[src/rtl/hopper_pkg.sv]
package hopper_pkg;

    localparam int CNT_W   = 16;
    localparam int STAT_W  = 16;
    localparam int NR_BIT  = 15;
    localparam int LC_BIT  = 14;

    typedef logic [CNT_W-1:0] cnt_t;

    typedef enum logic [1:0] {
        EV_NONE   = 2'd0,
        EV_APPEND = 2'd1,
        EV_READ   = 2'd2,
        EV_START  = 2'd3
    } hop_ev_e;

    typedef struct packed {
        hop_ev_e kind;
        cnt_t    add;
    } hop_evt_t;

    typedef struct packed {
        cnt_t value;
        logic ovf;
    } sat_sum_t;

    typedef struct packed {
        logic not_ready;
        logic last_card;
    } hop_stat_t;

    function automatic sat_sum_t sat_add(input cnt_t a, input cnt_t b);
        logic [CNT_W:0] wide;
        sat_sum_t r;
        wide = {1'b0, a} + {1'b0, b};
        r.ovf = wide[CNT_W];
        r.value = wide[CNT_W] ? {CNT_W{1'b1}} : wide[CNT_W-1:0];
        return r;
    endfunction

    function automatic logic [STAT_W-1:0] pack_status(input hop_stat_t s);
        logic [STAT_W-1:0] w;
        w = '0;
        w[NR_BIT] = s.not_ready;
        w[LC_BIT] = s.last_card;
        return w;
    endfunction

endpackage

[src/rtl/hopper_event_arb.sv]
module hopper_event_arb
    import hopper_pkg::*;
(
    input  logic     append_pulse,
    input  cnt_t     append_cnt,
    input  logic     read_done,
    input  logic     start_pulse,
    input  logic     lastcard_en,
    input  logic     ready,
    input  cnt_t     count,
    output hop_evt_t evt
);
    logic append_ok, read_ok, start_ok;

    assign append_ok = append_pulse && (append_cnt != '0);
    assign read_ok   = read_done && ready && (count != '0);
    assign start_ok  = start_pulse && !ready && (count == cnt_t'(1)) && lastcard_en;

    always_comb begin
        evt.add = append_cnt;
        if (append_ok)     evt.kind = EV_APPEND;
        else if (read_ok)  evt.kind = EV_READ;
        else if (start_ok) evt.kind = EV_START;
        else               evt.kind = EV_NONE;
    end

endmodule

[src/rtl/hopper_counter.sv]
module hopper_counter
    import hopper_pkg::*;
(
    input  logic     clk,
    input  logic     rst,
    input  hop_evt_t evt,
    output cnt_t     count,
    output cnt_t     count_nxt,
    output logic     ovf_err
);
    sat_sum_t sum;

    always_comb begin
        sum = sat_add(count, evt.add);
        unique case (evt.kind)
            EV_APPEND: count_nxt = sum.value;
            EV_READ:   count_nxt = count - cnt_t'(1);
            default:   count_nxt = count;
        endcase
    end

    always_ff @(posedge clk) begin
        if (rst) begin
            count   <= '0;
            ovf_err <= 1'b0;
        end else begin
            count   <= count_nxt;
            ovf_err <= (evt.kind == EV_APPEND) && sum.ovf;
        end
    end

    // count moves only on a taken append or read
    p_hold_count_r9: assert property (@(posedge clk) disable iff (rst)
        (evt.kind != EV_APPEND && evt.kind != EV_READ) |=> $stable(count));

    // a saturating append leaves the count at its maximum
    p_no_overflow_r3: assert property (@(posedge clk) disable iff (rst)
        ovf_err |-> (count == {CNT_W{1'b1}}));

    // a taken read lowers the count by one
    p_read_dec_r4: assert property (@(posedge clk) disable iff (rst)
        (evt.kind == EV_READ) |=> (count == $past(count) - cnt_t'(1)));

endmodule

[src/rtl/hopper_ready_fsm.sv]
module hopper_ready_fsm
    import hopper_pkg::*;
(
    input  logic    clk,
    input  logic    rst,
    input  hop_ev_e kind,
    input  cnt_t    count_nxt,
    input  logic    lastcard_en,
    output logic    ready,
    output logic    ready_nxt
);
    always_comb begin
        ready_nxt = ready;
        unique case (kind)
            EV_APPEND: ready_nxt = ready || (count_nxt >= cnt_t'(2));
            EV_READ: begin
                if (count_nxt == '0)
                    ready_nxt = 1'b0;
                else if (count_nxt == cnt_t'(1) && !lastcard_en)
                    ready_nxt = 1'b0;
            end
            EV_START:  ready_nxt = 1'b1;
            default:   ready_nxt = ready;
        endcase
    end

    always_ff @(posedge clk) begin
        if (rst) ready <= 1'b0;
        else     ready <= ready_nxt;
    end

    // a read down to the pre-read card with the switch off halts the reader
    p_halt_preread_r5: assert property (@(posedge clk) disable iff (rst)
        (kind == EV_READ && count_nxt == cnt_t'(1) && !lastcard_en) |=> !ready);

    // Start always brings the reader on line
    p_start_ready_r8: assert property (@(posedge clk) disable iff (rst)
        (kind == EV_START) |=> ready);

endmodule

[src/rtl/hopper_status_reg.sv]
module hopper_status_reg
    import hopper_pkg::*;
(
    input  logic              clk,
    input  logic              rst,
    input  hop_ev_e           kind,
    input  cnt_t              count_nxt,
    input  logic              ready_nxt,
    input  logic              stat_clr,
    output logic [STAT_W-1:0] status
);
    hop_stat_t st, st_nxt;

    always_comb begin
        st_nxt = st;
        if (ready_nxt)
            st_nxt.not_ready = 1'b0;
        else if (kind == EV_READ)
            st_nxt.not_ready = 1'b1;

        if (kind == EV_READ && count_nxt == '0)
            st_nxt.last_card = 1'b1;
        else if (stat_clr || kind == EV_APPEND)
            st_nxt.last_card = 1'b0;
    end

    always_ff @(posedge clk) begin
        if (rst) st <= '0;
        else     st <= st_nxt;
    end

    assign status = pack_status(st);

    // reserved bits stay zero
    p_reserved_zero_r12: assert property (@(posedge clk) disable iff (rst)
        status[LC_BIT-1:0] == '0);

    // a pulse of stat_clr with no competing set clears the last-card bit
    p_clear_lc_r10: assert property (@(posedge clk) disable iff (rst)
        (stat_clr && !(kind == EV_READ && count_nxt == '0)) |=> !status[LC_BIT]);

endmodule

[src/rtl/hopper_ready_ctrl.sv]
module hopper_ready_ctrl
    import hopper_pkg::*;
(
    input  logic              clk,
    input  logic              rst,
    input  logic              append_pulse,
    input  logic [CNT_W-1:0]  append_cnt,
    input  logic              start_pulse,
    input  logic              lastcard_en,
    input  logic              read_done,
    input  logic              stat_clr,
    output logic              ready,
    output logic [STAT_W-1:0] status,
    output logic [CNT_W-1:0]  card_cnt,
    output logic              ovf_err
);
    hop_evt_t evt;
    cnt_t     count_nxt;
    logic     ready_nxt;

    hopper_event_arb u_arb (
        .append_pulse (append_pulse),
        .append_cnt   (append_cnt),
        .read_done    (read_done),
        .start_pulse  (start_pulse),
        .lastcard_en  (lastcard_en),
        .ready        (ready),
        .count        (card_cnt),
        .evt          (evt)
    );

    hopper_counter u_cnt (
        .clk       (clk),
        .rst       (rst),
        .evt       (evt),
        .count     (card_cnt),
        .count_nxt (count_nxt),
        .ovf_err   (ovf_err)
    );

    hopper_ready_fsm u_rdy (
        .clk         (clk),
        .rst         (rst),
        .kind        (evt.kind),
        .count_nxt   (count_nxt),
        .lastcard_en (lastcard_en),
        .ready       (ready),
        .ready_nxt   (ready_nxt)
    );

    hopper_status_reg u_stat (
        .clk       (clk),
        .rst       (rst),
        .kind      (evt.kind),
        .count_nxt (count_nxt),
        .ready_nxt (ready_nxt),
        .stat_clr  (stat_clr),
        .status    (status)
    );

    // Ready is never held with an empty hopper
    p_ready_nonempty_r4: assert property (@(posedge clk) disable iff (rst)
        ready |-> (card_cnt != '0));

    // a set last-card bit means an empty, halted reader
    p_lastcard_empty_r7: assert property (@(posedge clk) disable iff (rst)
        status[LC_BIT] |-> (!ready && card_cnt == '0 && status[NR_BIT]));

    // a read pulse while halted changes nothing
    p_read_ignored_r9: assert property (@(posedge clk) disable iff (rst)
        (read_done && !ready && !append_pulse && !start_pulse && !stat_clr)
        |=> ($stable(card_cnt) && $stable(status) && !ready));

endmodule

[config.mk]
export PLATFORM = sky130hd
export DESIGN_NAME = hopper_ready_ctrl
export DESIGN_NICKNAME = d
export VERILOG_FILES = /design/src/rtl/hopper_pkg.sv /design/src/rtl/hopper_event_arb.sv /design/src/rtl/hopper_counter.sv /design/src/rtl/hopper_ready_fsm.sv /design/src/rtl/hopper_status_reg.sv /design/src/rtl/hopper_ready_ctrl.sv
export SDC_FILE = /design/constraint.sdc
export NUM_CORES = 1
export LEC_CHECK = 0
export BUFFER_PORTS_ARGS = -buffer_cell sky130_fd_sc_hd__buf_4
export CAP_MARGIN = 20
export CORE_MARGIN = 3
export CORE_UTILIZATION = 59
export DETAILED_ROUTE_END_ITERATION = 16
export GPL_TIMING_DRIVEN = 0
export PLACE_DENSITY = 0.87
export SLEW_MARGIN = 20
export SYNTH_ARGS = -nofsm -noshare
export SYNTH_HDL_FRONTEND = slang
export SYNTH_HIERARCHICAL = 1
export SYNTH_SLANG_ARGS = --single-unit
[constraint.sdc]
create_clock -name clk -period 9.51 [get_ports clk]
set_input_delay 0.951 -clock clk [delete_from_list [all_inputs] [get_ports clk]]
set_output_delay 0.951 -clock clk [all_outputs]
set_load 0.05 [all_outputs]
==> results of run 1 <==
==> stage by stage <==
stage | area (µm²) | worst slack [ns]
2_1_floorplan | 2530 | 5.66
3_3_place_gp | 2900 | 4.76
3_5_place_dp | 2900 | 4.79
4_1_cts | 2960 | 5.02
5_1_grt | 2960 | 4.68
6_report | 2960 | 4.85
==> worst max path at each step <==
stage | start | end | cells after the start | slack (ns)
2_1_floorplan | u_cnt/count[1]$_SDFF_PP0_ | u_stat/status[15]$_SDFFE_PP0P_ | 16 | 5.66
3_3_place_gp | append_cnt[12] | u_stat/status[15]$_SDFFE_PP0P_ | 16 | 4.76
3_5_place_dp | append_cnt[12] | u_stat/status[15]$_SDFFE_PP0P_ | 16 | 4.79
4_1_cts | append_cnt[12] | u_stat/status[15]$_SDFFE_PP0P_ | 16 | 5.02
5_1_grt | append_cnt[12] | u_stat/status[15]$_SDFFE_PP0P_ | 16 | 4.68
6_report | append_cnt[12] | u_stat/status[15]$_SDFFE_PP0P_ | 16 | 4.85
==> worst max-delay path, cell delays in order <==
cell	delay [ns]
buf_4	0.11
nor4_1	0.37
a41oi_1	0.35
a211oi_2	0.40
inv_1	0.08
ha_1	0.20
clkbuf_1	0.27
o21ai_0	0.17
o22a_1	0.23
and3_1	0.22
clkbuf_1	0.39
a31oi_1	0.25
nor4_1	0.30
and4_1	0.28
o21ai_1	0.08
nor3_1	0.20
==> per-layer routing <==
| layer | share of wire [%] | vias up |
|---|---|---|
| met5 | 0 | - |
| met1 | 42 | 1287 |
| met4 | 2.3 | 0 |
| li1 | - | 1307 |
| met3 | 12 | 22 |
| met2 | 44 | 193 |
==> power by group through the flow <==
stage | Clock [W] | Combinational, W | Sequential, W
finish | 0.0000673 | 0.000326 | 0.000123
global route | 0.0000725 | 0.000349 | 0.000126
CTS | 0.0000670 | 0.000317 | 0.000122
detailed placement | 0 | 0.000314 | 0.000124
global placement | 0 | 0.000307 | 0.000123
floorplan | 0 | 0.000203 | 0.000156
==> registers in the layout, indices dropped and copies added (netlist names) <==
name / flops
u_cnt/count: 16
u_stat/status: 2
u_cnt/ovf_err: 1
u_rdy/ready: 1
==> cell usage after synthesis (3+ instances only) <==
master and instances:
nand2_1 25, inv_1 12, nand2b_1 3, ha_1 19, o22ai_1 3, a22oi_1 6, nand3_1 8, a2bb2oi_1 4
xnor2_1 9, nor4_2 3, clkbuf_1 8, nor2b_1 9, xor2_1 6, nand4b_1 3, a31oi_1 6, nor4_1 11
or3_1 3, a211oi_1 7, dfxtp_1 20, a21oi_1 17, o211ai_1 3, o21ai_0 14, buf_4 30, nor3_1 10
a21o_1 8, nand3b_1 4, nor2_1 25
==> cell families (layout without fill, tap and decap cells) <==
kind of cell / after synthesis / count (layout) / share of synthesized area, %
xor gates and xnor gates: 15 / 15 / 5.30
and+or+nand+nor: 123 / 123 / 28.1
other: 1 / 14 / 0.151
adders and majority gates: 20 / 20 / 10.4
muxes: 3 / 3 / 1.31
AOI/OAI and AO/OA: 93 / 93 / 26.1
DFF: 20 / 20 / 16.2
buffers and inverters: 52 / 98 / 12.4
==> layout make-up <==
| class | count | area (µm²) | area share [%] |
|---|---|---|---|
| Multi-Input combinational cell | 268 | 1820 | 61.5 |
| Sequential cell | 20 | 400 | 13.5 |
| Timing Repair Buffer | 42 | 315 | 10.7 |
| Buffer | 39 | 259 | 8.76 |
| Tap cell | 48 | 60.1 | 2.03 |
| Clock buffer | 4 | 55.1 | 1.86 |
| Inverter | 13 | 48.8 | 1.65 |
==> results.md, run 1 <==
* Sequential fraction of the synthesis area at ~16%
* # clock sinks at 20
* Startpoint types: primary input
* Final Non-Filler Cells at between 400 and 500
* Yosys top cell by area: dfxtp_1
* Ranking of synthesized cells by area: dfxtp_1, ha_1, buf_4, nand2_1, nor2_1
* Tightest Pin Transition at 0.607 ns
* Internal power at ~0.00026 W
* Estimated wirelength of the detail-placed design at about 5700 µm
* Initial core utilization at 64.3%
* Fin. max-slew vios at 0
* Layer with the highest usage: met2
* Warnings from Yosys at 6
* CTS tree: built
* Endpoint class of the critical path: flip-flop
* CTS root buffer: clkbuf_8
* F_max at approximately 210 MHz
* Setup TNS at 0 ns
* Placed cells at 430
* Sw frac at ~50%
* Die height at 70.8 µm
* Clock power share at approximately an eighth
* Power per cell area at between 150 and 200 nW/µm²
* Vias in the first global route at roughly 2.5k
* Setup repair after global routing missed its margin: no
* Post-CTS resize count at 0
* Hold EP: u_stat/status[14]$_SDFFE_PP0P_
* R2r setup slk at ~4.9 ns
* Top_reg_cell synth: dfxtp_1
* Met3 Track Usage GR at roughly 6.8%
* Hold depth at 2
* Reg power frac at between 20% and 30%
* Tcrit/Tclk final at around 49%
* Mapped Avg Cell Area at 7.58 µm²
* Netlist cell types at between 60 and 70
* Hold buffer count at CTS at 0
* Drt drc at 0
* Drt first pass iters at 8
* Final ANT Viol Nets at 0
* GPL Wtd Cong at 0.913
* Die W at 70.8 µm
* Die area at 5010 µm²
* Leading cell type in the layout, fill and taps excluded: buf_4
* HP Start: u_stat/status[14]$_SDFFE_PP0P_
* Reg-to-reg critical path startpoint: u_cnt/count[1]$_SDFF_PP0_
* Critical Path AT at 4.84 ns
* Total GRT Usage at around 29%
* M1 GR Usage at between 30 and 40%
* Power, Total at just over 0.0005 W
* Flops & latches, synth at 20
* Outcome: complete, no violations
* CTS clk-pin slew, worst paths at roughly 0.070 ns
* Rows at 22
* Psw at between 0.0002 and 0.0003 W
* Inserted Clock Buffers at 3
* Crit Path Class: primary input to flip-flop
* Via count at around 2.8k
* VDD IR max at between 0.15 and 0.2 mV
* Clock latency on the worst-skew pair at about 0.26 ns
* Final Net Count at between 400 and 500
* WL/cell at about 17 µm
* Post-Syn Area at 2480 µm²
* Mean number of vias per cell at ~6.5
* FF-to-FF End: u_stat/status[15]$_SDFFE_PP0P_
* Clk buf depth at 2
* Layout cells sized above 1 at 24.1%
* Final setup vio count at 0
* Initial antenna violation count at 0
* Minimum clock period at 4.66 ns
* Cells after Synth at between 300 and 400
* Area grow syn2layout at 19.3%
* Worst Hold Class: flip-flop to flip-flop
* Clock Skew at between 0.005 and 0.006 ns
* Max-Cap Viols at 0
* Comb pwr share at ~63%
* ANT cells at 0
* Crit path max fanout at 10
* FILL cells at about 310
* Hold Slack at 0.506 ns
* Post-synth ARST share at 0%
* EDFF count, synth at 0
* Yosys top cell area share at between 10% and 20%
* Final hold vios at 0
* Largest net degree at the start of global routing at 12
* H-Tree Depth at 1
* GR Overflow Total at 0
* Finished Core Util at roughly three quarters
* Worst reg2reg path depth at 16
* Worst rel slew slack at around 59%
* Met2 Use GR at roughly 46%
* Crit path required time at between 9 and 10 ns
* First-pass GRT wire length at between 10000 and 15000 µm
* Core outline area at a little under 4000 µm²
* Setup Buffers After CTS at 0
* I/O pin total at 57
* Pleak at about 1.3 nW
* Detailed Route WL at about 7500 µm
* IO buf count at 42
* Initial DRC count at approximately 290
* Most frequent cells in the layout: buf_4, nand2_1, nor2_1
Note: power is estimated with default switching activity, not from simulation.
==> inputs of run 2 (changes only) <==
--- a/config.mk
+++ b/config.mk
@@ -8,10 +8,10 @@
 export BUFFER_PORTS_ARGS = -buffer_cell sky130_fd_sc_hd__buf_4
 export CAP_MARGIN = 20
 export CORE_MARGIN = 3
-export CORE_UTILIZATION = 59
+export CORE_UTILIZATION = 55
 export DETAILED_ROUTE_END_ITERATION = 16
 export GPL_TIMING_DRIVEN = 0
-export PLACE_DENSITY = 0.87
+export PLACE_DENSITY = 0.82
 export SLEW_MARGIN = 20
 export SYNTH_ARGS = -nofsm -noshare
 export SYNTH_HDL_FRONTEND = slang
==> constraint.sdc (replaced) <==
create_clock -name clk -period 4.85 [get_ports clk]
set_input_delay 0.485 -clock clk [delete_from_list [all_inputs] [get_ports clk]]
set_output_delay 0.485 -clock clk [all_outputs]
set_load 0.05 [all_outputs]
==> run 2 against run 1 <==
Register-to-register slack worse by 4.5 ns. Flip-flop and latch count stayed put. Wire length is 2.5% lower. Via count is 2.8% lower. Die area is 6.6% higher. Critical endpoint unchanged. Largest cell class unchanged.
==> results.md, run 2 (synthesis results as in run 1) <==
* Crit Path Class: flip-flop to flip-flop
* Power, Total at 0.00100 W (+94%)
* Hold Slack at 0.435 ns (-0.0712 ns)
* VDD IR max at 0.217 mV (+31%)
* Via count at 2731 (-2.8%)
* Rows at 23 (+4.5%)
* I/O pin total at 57 (unchanged)
* Clock latency on the worst-skew pair at 0.26 ns (about the same)
* Die height at 73.1 µm (+3.3%)
* IO buf count at 42 (unchanged)
* Drt drc at 0 (unchanged)
* Max-Cap Viols at 0 (unchanged)
* Tightest Pin Transition at 0.614 ns (+0.00729 ns)
* Setup TNS at 0 ns (unchanged)
* Drt first pass iters at 5 (-3)
* Initial core utilization at 59.4% (-4.9 points)
* Final Net Count at 430 (unchanged)
* Largest register FFs at 16 (unchanged)
* Initial antenna violation count at 0 (unchanged)
* Tcrit/Tclk final at 91.6%
* F_max at around 230 MHz
* Fin. max-slew vios at 0 (unchanged)
* Worst rel slew slack at 58.0% (-1.3 points)
* CTS tree: built
* Reg-to-reg critical path startpoint: u_cnt/count[4]$_SDFF_PP0_
* Power per cell area at 338 nW/µm² (+94%)
* Dpl ws at 0.438 ns (-4.35 ns)
* Largest Register: u_cnt/count
* Die area at 5350 µm² (+6.6%)
* CTS clk-pin slew, worst paths at 0.08 ns (about the same)
* Total GRT Usage at 28.7% (-0.55 points)
* Estimated wirelength of the detail-placed design at 5740 µm (+0.68%)
* Endpoint class of the critical path: flip-flop
* GR Overflow Total at 0 (unchanged)
* GPL Wtd Cong at 0.936 (+2.5%)
* Largest net degree at the start of global routing at 12 (unchanged)
* Layout cells sized above 1 at 24.4% (+0.26 points)
* Die W at 73.1 µm (+3.3%)
* H-Tree Depth at 1 (unchanged)
* Minimum clock period at ~4.4 ns
* WL/cell at 16.8 µm (-2.9%)
* Detailed Route WL at 7310 µm (-2.5%)
* HP Start: rst
* CP startpoint: u_cnt/count[4]$_SDFF_PP0_
* Leading cell type in the layout, fill and taps excluded: buf_4
* CTS root buffer: clkbuf_8
* Vias in the first global route at 2545 (+3.5%)
* Final ANT Viol Nets at 0 (unchanged)
* Crit path max fanout at 10 (unchanged)
* Clk buf depth at 2 (unchanged)
* Crit path required time at 5.03 ns (-4.66 ns)
* Final setup vio count at 0 (unchanged)
* # clock sinks at 20 (unchanged)
* Pleak at 1.34 nW (+0.22%)
* Final hold vios at 0 (unchanged)
* Most frequent cells in the layout: buf_4, nand2_1, nor2_1
* Initial DRC count at 268 (-8.2%)
* First-pass GRT wire length at 12100 µm (+0.69%)
* Setup repair after global routing missed its margin: no
* Finished Core Util at 71.0% (-5.8 points)
* Clock Skew at 0.00116 ns (-0.00465 ns)
* Core outline area at 4170 µm² (+8.3%)
* Worst Hold Class: primary input to flip-flop
* Mean number of vias per cell at 6.26 (-3.2%)
* ANT cells at 0 (unchanged)
* Startpoint types: flip-flop
* Critical Path AT at 4.62 ns (-0.22 ns)
* Inserted Clock Buffers at 3 (unchanged)
* Area grow syn2layout at 19.5%
* Setup Buffers After CTS at 0 (unchanged)
* Outcome: complete, no violations
* Min setup slack post-route at 0.406 ns (-4.44 ns)
-- run 2: worst max-delay path, stage by stage (launching register included) --
cell	delay (ns)
dfxtp_1	0.42
nor4_1	0.34
nand2_1	0.12
or4_4	0.53
o21bai_1	0.40
inv_1	0.09
ha_1	0.29
clkbuf_1	0.29
clkinv_1	0.40
clkbuf_1	0.36
nor2_1	0.23
a21oi_1	0.09
nor4_1	0.27
and4_1	0.26
o21ai_1	0.07
nor3_1	0.20
-- run 2: worst paths after layout --
check | to | slack, ns | depth (start not counted)
setup / recovery | u_stat/status[15]$_SDFFE_PP0P_ | 0.41 | 15
hold / removal | u_stat/status[15]$_SDFFE_PP0P_ | 0.44 | 2
setup reg to reg | u_stat/status[15]$_SDFFE_PP0P_ | 0.41 | 15
hold reg to reg | u_stat/status[15]$_SDFFE_PP0P_ | 0.50 | 2
-- run 2: metrics by stage --
stage,area [µm²],instances
after global routing,2960,436
after detailed placement,2910,432
after CTS,2960,436
final,2960,436
after floorplan,2530,340
after global placement,2910,432
-- run 2: power by group --
| group | leakage, nW | switching, W | internal [W] |
|---|---|---|---|
| registers | 0.165 | 0.0000536 | 0.000188 |
| logic | 1.15 | 0.000388 | 0.000243 |
| clock network | 0.0288 | 0.0000565 | 0.0000723 |
-- run 2: what timing repair did --
item / CTS / global route
hold buffers: 0 / 0
endpoints found under the setup margin: 0 / 1
resized for setup: 0 / 2
-- run 2: cell type report --
cell class / instances / area (µm²)
timing repair buffer: 42 / 315
sequential: 20 / 400
buffer: 39 / 260
fill: 367 / 1210
multi-input combinational: 268 / 1820
inverter: 13 / 48.8
clock buffer: 4 / 55.1
tap: 50 / 62.6
-- run 2: layer usage --
layer	vias to the layer above	part of all wire (%)	track usage (%)
met4	0	2.5	7.38
li1	1303	-	-
met5	-	0	0
met1	1248	42	37.6
met3	22	8.4	4.82
met2	158	47	48.4
